File: src/rtl/adpll_ctrl_pkg.sv
package adpll_ctrl_pkg;

  typedef enum logic [1:0] {
    MODE_PHASE = 2'd0,
    MODE_FREQ  = 2'd1,
    MODE_TRACK = 2'd2
  } loop_mode_e;

endpackage

File: src/rtl/adpll_edge_timer.sv
// Counts oscillator cycles since the last reference strobe.
module adpll_edge_timer #(
  parameter int CNT_W = 8
) (
  input  logic             clk,
  input  logic             rst,
  input  logic             ref_pls_i,
  output logic             ref_seen_o,
  output logic [CNT_W-1:0] gap_o,
  output logic [CNT_W-1:0] period_o
);

  localparam logic [CNT_W-1:0] CNT_MAX = '1;

  logic [CNT_W-1:0] cnt_q;

  always_ff @(posedge clk) begin
    if (rst) begin
      cnt_q      <= '0;
      ref_seen_o <= 1'b0;
    end else if (ref_pls_i) begin
      cnt_q      <= CNT_W'(1);
      ref_seen_o <= 1'b1;
    end else if (cnt_q != CNT_MAX) begin
      cnt_q <= cnt_q + 1'b1;
    end
  end

  // period seen at a reference strobe; gap seen at a feedback strobe
  assign period_o = cnt_q;
  assign gap_o    = ref_pls_i ? '0 : cnt_q;

endmodule

File: src/rtl/adpll_phase_corr.sv
// Folds an edge gap onto the nearest reference edge and derives the
// one-period divisor and the phase error magnitude.
module adpll_phase_corr #(
  parameter int DIV_NOM = 32,
  parameter int CNT_W   = 8,
  parameter int DIV_W   = 7
) (
  input  logic [CNT_W-1:0] gap_i,
  output logic [DIV_W-1:0] div_o,
  output logic [CNT_W-1:0] perr_o
);

  localparam int XW = CNT_W + 2;
  localparam logic [XW-1:0] NOM   = XW'(DIV_NOM);
  localparam logic [XW-1:0] HALF  = XW'(DIV_NOM / 2);
  localparam logic [XW-1:0] TWICE = XW'(2 * DIV_NOM);

  logic [XW-1:0] g;
  logic [XW-1:0] d;
  logic [XW-1:0] e;

  always_comb begin
    g = XW'(gap_i);
    if (g == '0) begin
      d = NOM;
      e = '0;
    end else if (g >= TWICE) begin
      d = NOM;
      e = '1;
    end else if (g <= HALF) begin
      // feedback late: shorten the next period
      d = NOM - g;
      e = g;
    end else begin
      // feedback belongs to the coming reference edge
      d = TWICE - g;
      e = (g >= NOM) ? (g - NOM) : (NOM - g);
    end
    div_o  = DIV_W'(d);
    perr_o = CNT_W'(e);
  end

endmodule

File: src/rtl/adpll_freq_step.sv
// Converts a reference-period cycle count into a saturating control word update.
module adpll_freq_step #(
  parameter int DIV_NOM = 32,
  parameter int CNT_W   = 8,
  parameter int CODE_W  = 11,
  parameter int FRAC_W  = 4,
  parameter int SH_W    = 4
) (
  input  logic [CNT_W-1:0]         period_i,
  input  logic [SH_W-1:0]          acq_shift_i,
  input  logic [SH_W-1:0]          trk_shift_i,
  input  logic                     track_i,
  input  logic [CODE_W+FRAC_W-1:0] word_i,
  output logic [CODE_W+FRAC_W-1:0] word_o,
  output logic [CNT_W-1:0]         step_o
);

  localparam int WORD_W = CODE_W + FRAC_W;
  localparam int XW     = WORD_W + CNT_W + 1;
  localparam logic [CNT_W-1:0] NOM     = CNT_W'(DIV_NOM);
  localparam logic [XW-1:0]    TOP_TRK = XW'({WORD_W{1'b1}});
  localparam logic [XW-1:0]    TOP_ACQ = XW'({CODE_W{1'b1}}) << FRAC_W;

  logic             fast;
  logic [CNT_W-1:0] mag;
  logic [XW-1:0]    fine;
  logic [XW-1:0]    stp;
  logic [XW-1:0]    cur;
  logic [XW-1:0]    lim;
  logic [XW-1:0]    sum;

  always_comb begin
    fast   = period_i > NOM;
    mag    = fast ? (period_i - NOM) : (NOM - period_i);
    step_o = mag >> acq_shift_i;
    fine   = (XW'(mag) << FRAC_W) >> trk_shift_i;
    stp    = track_i ? fine : (XW'(step_o) << FRAC_W);
    cur    = XW'(word_i);
    lim    = track_i ? TOP_TRK : TOP_ACQ;
    sum    = cur + stp;
    if (fast) begin
      word_o = (stp >= cur) ? '0 : WORD_W'(cur - stp);
    end else begin
      word_o = (sum > lim) ? WORD_W'(lim) : WORD_W'(sum);
    end
  end

endmodule

File: src/rtl/adpll_lock_detect.sv
// Counts consecutive quiet reference periods.
module adpll_lock_detect #(
  parameter int LCK_W = 8
) (
  input  logic             clk,
  input  logic             rst,
  input  logic             eval_i,
  input  logic             quiet_i,
  input  logic [LCK_W-1:0] need_i,
  output logic             hit_o
);

  logic [LCK_W-1:0] run_q;
  logic [LCK_W:0]   run_nx;
  logic [LCK_W:0]   need_eff;

  always_comb begin
    run_nx   = {1'b0, run_q} + 1'b1;
    need_eff = (need_i == '0) ? (LCK_W+1)'(1) : {1'b0, need_i};
    hit_o    = eval_i && quiet_i && (run_nx >= need_eff);
  end

  always_ff @(posedge clk) begin
    if (rst) begin
      run_q <= '0;
    end else if (eval_i) begin
      if (!quiet_i) begin
        run_q <= '0;
      end else if (run_q != '1) begin
        run_q <= run_q + 1'b1;
      end
    end
  end

endmodule

File: src/rtl/adpll_loop_ctrl.sv
module adpll_loop_ctrl #(
  parameter int DIV_NOM = 32,
  parameter int CODE_W  = 11,
  parameter int FRAC_W  = 4,
  parameter int SH_W    = 4,
  parameter int LCK_W   = 8,
  parameter int CNT_W   = $clog2(4 * DIV_NOM) + 1,
  parameter int DIV_W   = $clog2(2 * DIV_NOM) + 1
) (
  input  logic              clk,
  input  logic              rst,
  input  logic              ref_pls_i,
  input  logic              fb_pls_i,
  input  logic [SH_W-1:0]   acq_shift_i,
  input  logic [SH_W-1:0]   trk_shift_i,
  input  logic [CNT_W-1:0]  lock_tol_i,
  input  logic [LCK_W-1:0]  lock_need_i,
  output logic [DIV_W-1:0]  div_o,
  output logic [CODE_W-1:0] code_o,
  output logic [FRAC_W-1:0] frac_o,
  output logic [1:0]        mode_o,
  output logic              lock_o
);
  import adpll_ctrl_pkg::*;

  localparam int WORD_W = CODE_W + FRAC_W;
  localparam logic [WORD_W-1:0] WORD_MID = WORD_W'(1 << (CODE_W - 1)) << FRAC_W;
  localparam logic [DIV_W-1:0]  DIV_RST  = DIV_W'(DIV_NOM);

  loop_mode_e        mode_q;
  logic [WORD_W-1:0] word_q;
  logic [WORD_W-1:0] word_d;
  logic [DIV_W-1:0]  div_q;
  logic [DIV_W-1:0]  div_nx;
  logic [CNT_W-1:0]  perr_q;
  logic [CNT_W-1:0]  perr_nx;
  logic [CNT_W-1:0]  perr_eff;
  logic [CNT_W-1:0]  gap;
  logic [CNT_W-1:0]  period;
  logic [CNT_W-1:0]  step_acq;
  logic              ref_seen;
  logic              lock_q;
  logic              fb_ok;
  logic              freq_upd;
  logic              lock_eval;
  logic              quiet;
  logic              lock_hit;

  adpll_edge_timer #(.CNT_W(CNT_W)) timer_i (
    .clk        (clk),
    .rst        (rst),
    .ref_pls_i  (ref_pls_i),
    .ref_seen_o (ref_seen),
    .gap_o      (gap),
    .period_o   (period)
  );

  adpll_phase_corr #(.DIV_NOM(DIV_NOM), .CNT_W(CNT_W), .DIV_W(DIV_W)) phase_i (
    .gap_i  (gap),
    .div_o  (div_nx),
    .perr_o (perr_nx)
  );

  adpll_freq_step #(
    .DIV_NOM(DIV_NOM), .CNT_W(CNT_W), .CODE_W(CODE_W), .FRAC_W(FRAC_W), .SH_W(SH_W)
  ) freq_i (
    .period_i    (period),
    .acq_shift_i (acq_shift_i),
    .trk_shift_i (trk_shift_i),
    .track_i     (mode_q == MODE_TRACK),
    .word_i      (word_q),
    .word_o      (word_d),
    .step_o      (step_acq)
  );

  always_comb begin
    fb_ok     = fb_pls_i && ref_seen;
    freq_upd  = ref_pls_i && (mode_q != MODE_PHASE);
    lock_eval = ref_pls_i && (mode_q == MODE_FREQ);
    perr_eff  = fb_ok ? perr_nx : perr_q;
    quiet     = (step_acq <= lock_tol_i) && (perr_eff <= lock_tol_i);
  end

  adpll_lock_detect #(.LCK_W(LCK_W)) lock_i (
    .clk     (clk),
    .rst     (rst),
    .eval_i  (lock_eval),
    .quiet_i (quiet),
    .need_i  (lock_need_i),
    .hit_o   (lock_hit)
  );

  always_ff @(posedge clk) begin
    if (rst) begin
      mode_q <= MODE_PHASE;
      word_q <= WORD_MID;
      div_q  <= DIV_RST;
      perr_q <= '0;
      lock_q <= 1'b0;
    end else begin
      if (fb_ok) begin
        div_q  <= div_nx;
        perr_q <= perr_nx;
        if (mode_q == MODE_PHASE) begin
          mode_q <= MODE_FREQ;
        end
      end
      if (freq_upd) begin
        word_q <= word_d;
      end
      if (lock_hit) begin
        mode_q <= MODE_TRACK;
        lock_q <= 1'b1;
      end
    end
  end

  assign div_o  = div_q;
  assign code_o = word_q[WORD_W-1:FRAC_W];
  assign frac_o = word_q[FRAC_W-1:0];
  assign mode_o = mode_q;
  assign lock_o = lock_q;

endmodule

File: config.mk
export PLATFORM = sky130hd
export DESIGN_NAME = adpll_loop_ctrl
export DESIGN_NICKNAME = d
export VERILOG_FILES = /design/src/rtl/adpll_ctrl_pkg.sv /design/src/rtl/adpll_edge_timer.sv /design/src/rtl/adpll_phase_corr.sv /design/src/rtl/adpll_freq_step.sv /design/src/rtl/adpll_lock_detect.sv /design/src/rtl/adpll_loop_ctrl.sv
export SDC_FILE = /design/constraint.sdc
export NUM_CORES = 1
export LEC_CHECK = 0
export ABC_AREA = 1
export BUFFER_PORTS_ARGS = -buffer_cell sky130_fd_sc_hd__clkbuf_2
export CAP_MARGIN = 15
export CORE_UTILIZATION = 55
export CTS_CLUSTER_DIAMETER = 30
export CTS_CLUSTER_SIZE = 40
export DETAILED_ROUTE_END_ITERATION = 10
export PLACE_DENSITY = 0.71
export SLEW_MARGIN = 20
export SYNTH_ARGS = -nofsm -noshare
export SYNTH_HDL_FRONTEND = slang
export SYNTH_SLANG_ARGS = --single-unit
File: constraint.sdc
create_clock -name clk -period 7.4 [get_ports clk]
set_input_delay 0.74 -clock clk [delete_from_list [all_inputs] [get_ports clk]]
set_output_delay 0.74 -clock clk [all_outputs]
set_load 0.01 [all_outputs]
==> flow_metrics.tcl, run 1 <==
set metrics [dict create \
    synth_edf_count 0 \
    p_seq_share_pct 35.4 \
    cts_buffers 5 \
    final_nets 1133 \
    timing.final.hold_violations 0 \
    hold_ws_ns 0.438 \
    holdPathStages 2 \
    syn_area_per_cell_um2 6.32 \
    fin_crit_ns 4.97 \
    htree_levels 2 \
    internal_power_mw 0.528 \
    p_comb_share_pct 31.3 \
    die-area_um2 11800 \
    yosysMostFrequentCell "nand2_1" \
    critPathSlowestCell "a21oi_4" \
    clk_path_buf_depth 2 \
    skew_ns 0.00521 \
    leakagePower_nw 3.44 \
    synth_top_area_share_pct 16.0 \
    ys.flop_type "dfxtp_1" \
    area_growth_pct 7.50 \
    io_pins 53 \
    cp-start-kind "register" \
    synth_warnings 0 \
    syn_area_um2 6260 \
    hold_start "div_o[6]" \
    ctsResizeCount 0 \
    endpoint_kind "register" \
    place_congestion 0.937 \
    cp_max_fo 20 \
    grt_max_degree 25 \
    clk_pin_slew_ns 0.07 \
    synth_common_cells "235 x nand2_1, 129 x inv_1, 83 x a21oi_1, 78 x ha_1, 76 x nor2_1" \
    synth_cells 990 \
    postCtsSetupBuffers 0 \
    yosysSeqAreaShare_pct 16.0 \
    worstSkewPairLatency_ns 0.29 \
    r2r_cells 33 \
    p_sw_mw 0.290 \
    grt_pass1_vias 5772 \
    viasPerCell 5.36 \
    synth_fp_nets 1098 \
    finalSetupTns_ns 0 \
    first_pass_iters 4 \
    crit_type "reg -> reg" \
    timing.fmax_mhz 201 \
    fp.dieW_um 109 \
    r2r-start "timer_i.period_o[0]" \
    tightest_slew_ns 0.772 \
    vias 6245 \
    fin_cells 1166 \
    num_antenna_cells 0 \
    cts_tree "yes" \
    switching_share_pct 35.5 \
    drive_above_1_share_pct 15.7 \
    vdd_drop_max_mv 0.126 \
    ant_nets 0 \
    cts_hold_buffers 0 \
    yosys-top-cells-area "dfxtp_1 16%, ha_1 16%, nand2_1 14%, inv_1 7.7%, a21oi_1 6.6%" \
    grt_pass1_wl_um 26500 \
    regArea_um2 1000 \
    slew_headroom_pct 48.4 \
    nFillCells 1138 \
    multi_input_area_um2 4500 \
    critPathMaxStageDelay_ns 0.56 \
    core_um2 11000 \
    synth_cell_types 55 \
    grt.total_usage_pct 28.4 \
    root_buffer "clkbuf_16" \
    floorplan.initialDensity_pct 57.0 \
    rsz0062_at_grt "no" \
    drtIter0Drc 302 \
    powerDensity_nw_per_um2 122 \
    hold_path_end "div_o[6]" \
    synthArstFlopShare_pct 0 \
    slew_violations 0 \
    cp_data_arrival_time_ns 5.19 \
    grt_overflow_total 0 \
    cts.sinks 50 \
    hold_class "reg -> reg" \
    setup_viol 0 \
    dieHeight_um 109 \
    totalWireLength_um 16100 \
    wire_per_inst_um 13.8 \
    io_buffers 52 \
    place_inst 1158 \
    required_ns 7.63 \
    r2r-end "word_q[2]" \
    drc 0 \
    clock_power_share_pct 33.3 \
    rrSetupSlack_ns 2.43 \
    num_rows 38 \
    outcome "complete, no violations" \
    synth_seq_cells 50 \
    period_share_pct 67.1 \
    maxCapViolCount 0 \
    dp_hpwl_um 13300 \
    yosysTopAreaCell "dfxtp_1" \
    antenna_found_initial 0 \
    crit_top_cell "nand2_1" \
]
-- area by class of cell --
cell class / instances / area share, %
clock buffer: 5 / 1.86
clock inverter: 3 / 0.726
inverter: 158 / 8.86
multi-input combinational: 755 / 66.9
sequential: 50 / 14.9
tap: 140 / 2.60
timing repair buffer: 55 / 4.20
-- critical path: cells and delay by family (launching register included) --
kind / cells / cell delay [ns]
buffers and inverters: 3 / 0.24
adder cells (fa/ha/maj): 3 / 1.00
AO/OA/AOI/OAI: 6 / 1.10
flip-flops: 1 / 0.34
AND/OR/NAND/NOR: 19 / 1.80
XOR/XNOR: 2 / 0.40
-- cells in the final DEF (no fill, tap or decap), types with 3 or more instances in the layout --
cell type  count
o21ai_0       45
nand4_1       12
xor2_1        17
dfxtp_1       50
clkbuf_16      5
a21oi_2        4
inv_2         26
ha_1          78
inv_1        129
clkbuf_2      52
a31oi_1        7
nand3_2        3
nand3_1       60
buf_4          3
nand2_1      235
o21ai_1       19
xnor2_1        3
nor4_1         5
nor2_1        76
nor2_4         5
nand3b_1       9
nor2_2        13
o31ai_1        3
nand2_2       15
o211ai_1       4
o21ai_2       20
o21bai_1       3
nor3_1         8
a21oi_1       83
-- cell families after synthesis --
logic type / count (synthesis) / share of synthesized area [%]
simple gates: 448 / 32.3
compound gates: 203 / 19.4
buf+inv: 185 / 12.1
fa+ha+maj: 80 / 16.2
flops: 50 / 16.0
xor+xnor: 23 / 3.76
mux: 1 / 0.160
-- sequential cells by signal (all words and copies together) (netlist names) --
register            count
lock_i.run_q            8
mode_o                  2
word_q                 15
div_o                   7
timer_i.period_o        8
timer_i.ref_seen_o      1
lock_o                  1
perr_q                  8
-- per-stage QoR --
step | util [%] | setup WS (ns) | instance area (µm²) | power (mW)
2_1_floorplan | - | 3.44 | 6260 | 0.489
3_3_place_gp | 59.6 | 2.65 | 6550 | 0.547
3_5_place_dp | 59.6 | 2.45 | 6550 | 0.548
4_1_cts | 61.2 | 2.42 | 6730 | 0.820
5_1_grt | 61.2 | 1.83 | 6730 | 0.866
6_report | 61.2 | 2.43 | 6730 | 0.818
-- worst max-delay path by stage --
stage	startpoint	end	slack [ns]	cells after the start
after floorplan	timer_i.period_o[1]	word_q[1]	3.44	36
after global placement	timer_i.period_o[0]	word_q[0]	2.65	33
after detailed placement	timer_i.period_o[0]	word_q[0]	2.45	33
after CTS	timer_i.period_o[0]	word_q[0]	2.42	33
after global routing	timer_i.period_o[0]	word_q[1]	1.83	33
final	timer_i.period_o[0]	word_q[2]	2.43	33
-- power by group through the flow --
stage                     clock network (mW)  registers [mW]  logic, mW
final                                  0.272           0.290      0.256
after global routing                   0.284           0.291      0.290
after CTS                              0.276           0.289      0.254
after detailed placement                   0           0.296      0.252
after global placement                     0           0.296      0.251
after floorplan                            0           0.295      0.194
-- metal layers --
layer	vias up	routed length, µm	part of all wire, %	global-route usage, %
li1	3287	-	-	-
met1	2760	7150	44	33.9
met2	153	7560	47	49.7
met3	45	704	4.4	3.95
met4	0	735	4.6	14.1
met5	-	0	0	0
Note: power is estimated with default switching activity, not from simulation.
==> run 2, diff against run 1 <==
Settings changed: ABC_AREA 1 to 0, PLACE_DENSITY 0.71 to 0.72.
Clock period 7.4 ns to 4.82 ns, I/O delays scaled along.
==> flow_metrics.tcl, run 2 <==
set metrics [dict create \
    required_ns 5.07 \
    met1_usage_pct 39.2 \
    yosysMostFrequentCell "nor2_1" \
    fin_crit_ns 5.32 \
    viasPerCell 5.99 \
    place_congestion 0.940 \
    dieHeight_um 105 \
    synth_fp_nets 887 \
    clock_power_share_pct 25.4 \
    synth_top_area_share_pct 17.0 \
    slew_violations 0 \
    switching_share_pct 34.7 \
    synth-adder-area-share_pct 17.3 \
    synth_cells 779 \
    finalSetupTns_ns -3.90 \
    ant_nets 0 \
    drc 0 \
    r2r-end "word_q[0]" \
    internal_power_mw 0.815 \
    io_pins 53 \
    synth_common_cells "87 x nor2_1, 78 x ha_1, 56 x inv_1, 53 x a21oi_1, 50 x dfxtp_1" \
    antenna_found_initial 0 \
    num_rows 37 \
    area_growth_pct 31.4 \
    dp_hpwl_um 13900 \
    vias 6394 \
    skew_ns 0.0130 \
    path_depth 26 \
    critPathSlowestCell "or4b_4" \
    cp_data_arrival_time_ns 5.56 \
    largest_register "word_q" \
    critPathMaxStageDelay_ns 0.48 \
    synth_compound_area_share_pct 27.9 \
    die-area_um2 11100 \
    worstSkewPairLatency_ns 0.32 \
    clk_pin_slew_ns 0.10 \
    synth_top_family_by_area "compound AO/OA/AOI/OAI gates" \
    leakagePower_nw 3.52 \
    grt_pass1_vias 6261 \
    tightest_slew_ns 0.637 \
    synthSimpleGateAreaFrac_pct 22.2 \
    htree_levels 2 \
    ys.flop_type "dfxtp_1" \
    maxCapViolCount 0 \
    cts.sinks 50 \
    timing.final.hold_violations 0 \
    yosysSeqAreaShare_pct 17.0 \
    violations "setup timing" \
    syn_area_per_cell_um2 7.56 \
    cp-start-kind "register" \
    top_usage_layer "met2" \
    outcome "finished, violations left" \
    setup_ws_ns -0.495 \
    hold_class "reg -> reg" \
    r2r-start "timer_i.period_o[1]" \
    critPathLaunch "timer_i.period_o[1]" \
    synthArstFlopShare_pct 0 \
    syn_area_um2 5890 \
    fp.dieW_um 105 \
    synth-xor-area-share_pct 4.29 \
    grt_pass1_wl_um 29700 \
    synth_seq_cells 50 \
    path_buf_inv 2 \
    grtUsageMet2_pct 58.9 \
    period_share_pct 110 \
    hold_ws_ns 0.451 \
    yosysTopAreaCell "dfxtp_1" \
    rsz0062_at_grt "yes" \
    drtIter0Drc 323 \
    timing.fmax_mhz 188 \
    endpoint_kind "register" \
    final_common_cell "buf_4" \
    total_power_mw 1.25 \
    floorplan.initialDensity_pct 56.8 \
    use_met3_pct 3.83 \
    grt_overflow_total 0 \
    rrSetupSlack_ns -0.50 \
    cts_buffers 5 \
    io_buffers 52 \
    synth_edf_count 0 \
    critPathCapture "word_q[0]" \
    crit_type "reg -> reg" \
    cts_tree "yes" \
    grt.total_usage_pct 32.9 \
    synthMuxAreaShare_pct 4.53 \
    drive_above_1_share_pct 32.3 \
    final_nets 1038 \
    p_comb_share_pct 39.8 \
    slew_headroom_pct 57.6 \
    clk_path_buf_depth 2 \
    core_um2 10400 \
    path_delay_family "simple AND/OR/NAND/NOR gates" \
    cp_max_fo 5 \
    p_sw_mw 0.434 \
    yosys-top-cells-area "dfxtp_1 17%, ha_1 17%, nor2_1 5.5%, a21oi_1 4.5%, o21ai_0 4.2%" \
    synth_cell_types 82 \
    largest_reg_flops 15 \
    cts_hold_buffers 0 \
    root_buffer "clkbuf_8" \
    final_cell_mix "126 x buf_4, 81 x nor2_1, 70 x ha_1" \
    p_seq_share_pct 34.8 \
    totalWireLength_um 18300 \
    vdd_drop_max_mv 0.145 \
    first_pass_iters 5 \
    wire_per_inst_um 17.2 \
    r2r_cells 26 \
    powerDensity_nw_per_um2 161 \
    synth_warnings 0 \
    setup_viol 13 \
    num_antenna_cells 0 \
    grt_max_degree 48 \
]
==> run 2: cell count changes after synthesis, sizes merged, moves of 17 or more <==
cell	delta
nand3	-44
clkbuf	+17
nor2b	+23
nand2b	+21
a21oi	-28
inv	-99
mux2i	+18
o21ai	-31
nand2	-215
==> run 2: stage by stage <==
stage	utilization (%)	std cells	cell area [µm²]	setup WS [ns]
2_1_floorplan	-	779	5980	-0.304
3_3_place_gp	68.6	1047	7120	-0.391
3_5_place_dp	68.6	1047	7120	-0.523
4_1_cts	72.9	1064	7560	-0.492
5_1_grt	74.7	1067	7740	-0.811
6_report	74.7	1067	7740	-0.495
==> run 2: how the worst min path moves through the flow <==
stage / start / to / slack (ns) / cells past startpoint
after detailed placement: lock_o / lock_o / 0.44 / 2
after floorplan: timer_i.ref_seen_o / timer_i.ref_seen_o / 0.45 / 2
final: lock_o / lock_o / 0.45 / 2
after global placement: lock_o / lock_o / 0.43 / 2
after global routing: lock_o / lock_o / 0.47 / 2
after CTS: lock_o / lock_o / 0.45 / 2
==> run 2: repair_timing <==
action | 4_1_cts | 5_1_grt
setup endpoints to repair | 15 | 20
pin swaps | 32 | 24
resized for setup | 54 | 40
setup buffers | 11 | 3
cloned | 0 | 0
==> run 2: tightest hold or removal path, cell delays in order, from the launching register on <==
cell and delay, ns:
dfxtp_1 0.32, inv_1 0.04, a21oi_1 0.05
==> run 2: kinds of logic (layout without fill, tap and decap cells) <==
kind of cell | after synthesis | count (layout)
AO/OA/AOI/OAI | 239 | 239
XOR/XNOR | 28 | 28
adder cells (fa/ha/maj) | 80 | 80
buffers and inverters | 98 | 250
flip-flops | 50 | 50
multiplexers | 24 | 24
AND/OR/NAND/NOR | 260 | 260
==> run 2: layer usage <==
layer | up-vias | part of all wire, %
met2 | 205 | 49
met5 | - | 0
li1 | 3121 | -
met4 | 0 | 3.4
met1 | 3025 | 43
met3 | 43 | 4.2
==> run 2: final cells by class <==
| class | count | area [µm²] |
|---|---|---|
| sequential | 50 | 1000 |
| inverter | 59 | 224 |
| fill | 799 | 2630 |
| multi-input combinational | 631 | 4960 |
| tap | 136 | 170 |
| timing repair buffer | 183 | 1260 |
| clock inverter | 3 | 47.5 |
| clock buffer | 5 | 68.8 |
==> run 2: power by group through the flow <==
stage | Sequential [mW] | Clock, mW | Combinational (mW)
2_1_floorplan | 0.444 | 0 | 0.260
3_3_place_gp | 0.443 | 0 | 0.407
3_5_place_dp | 0.443 | 0 | 0.417
4_1_cts | 0.434 | 0.323 | 0.460
5_1_grt | 0.436 | 0.337 | 0.536
6_report | 0.435 | 0.318 | 0.497
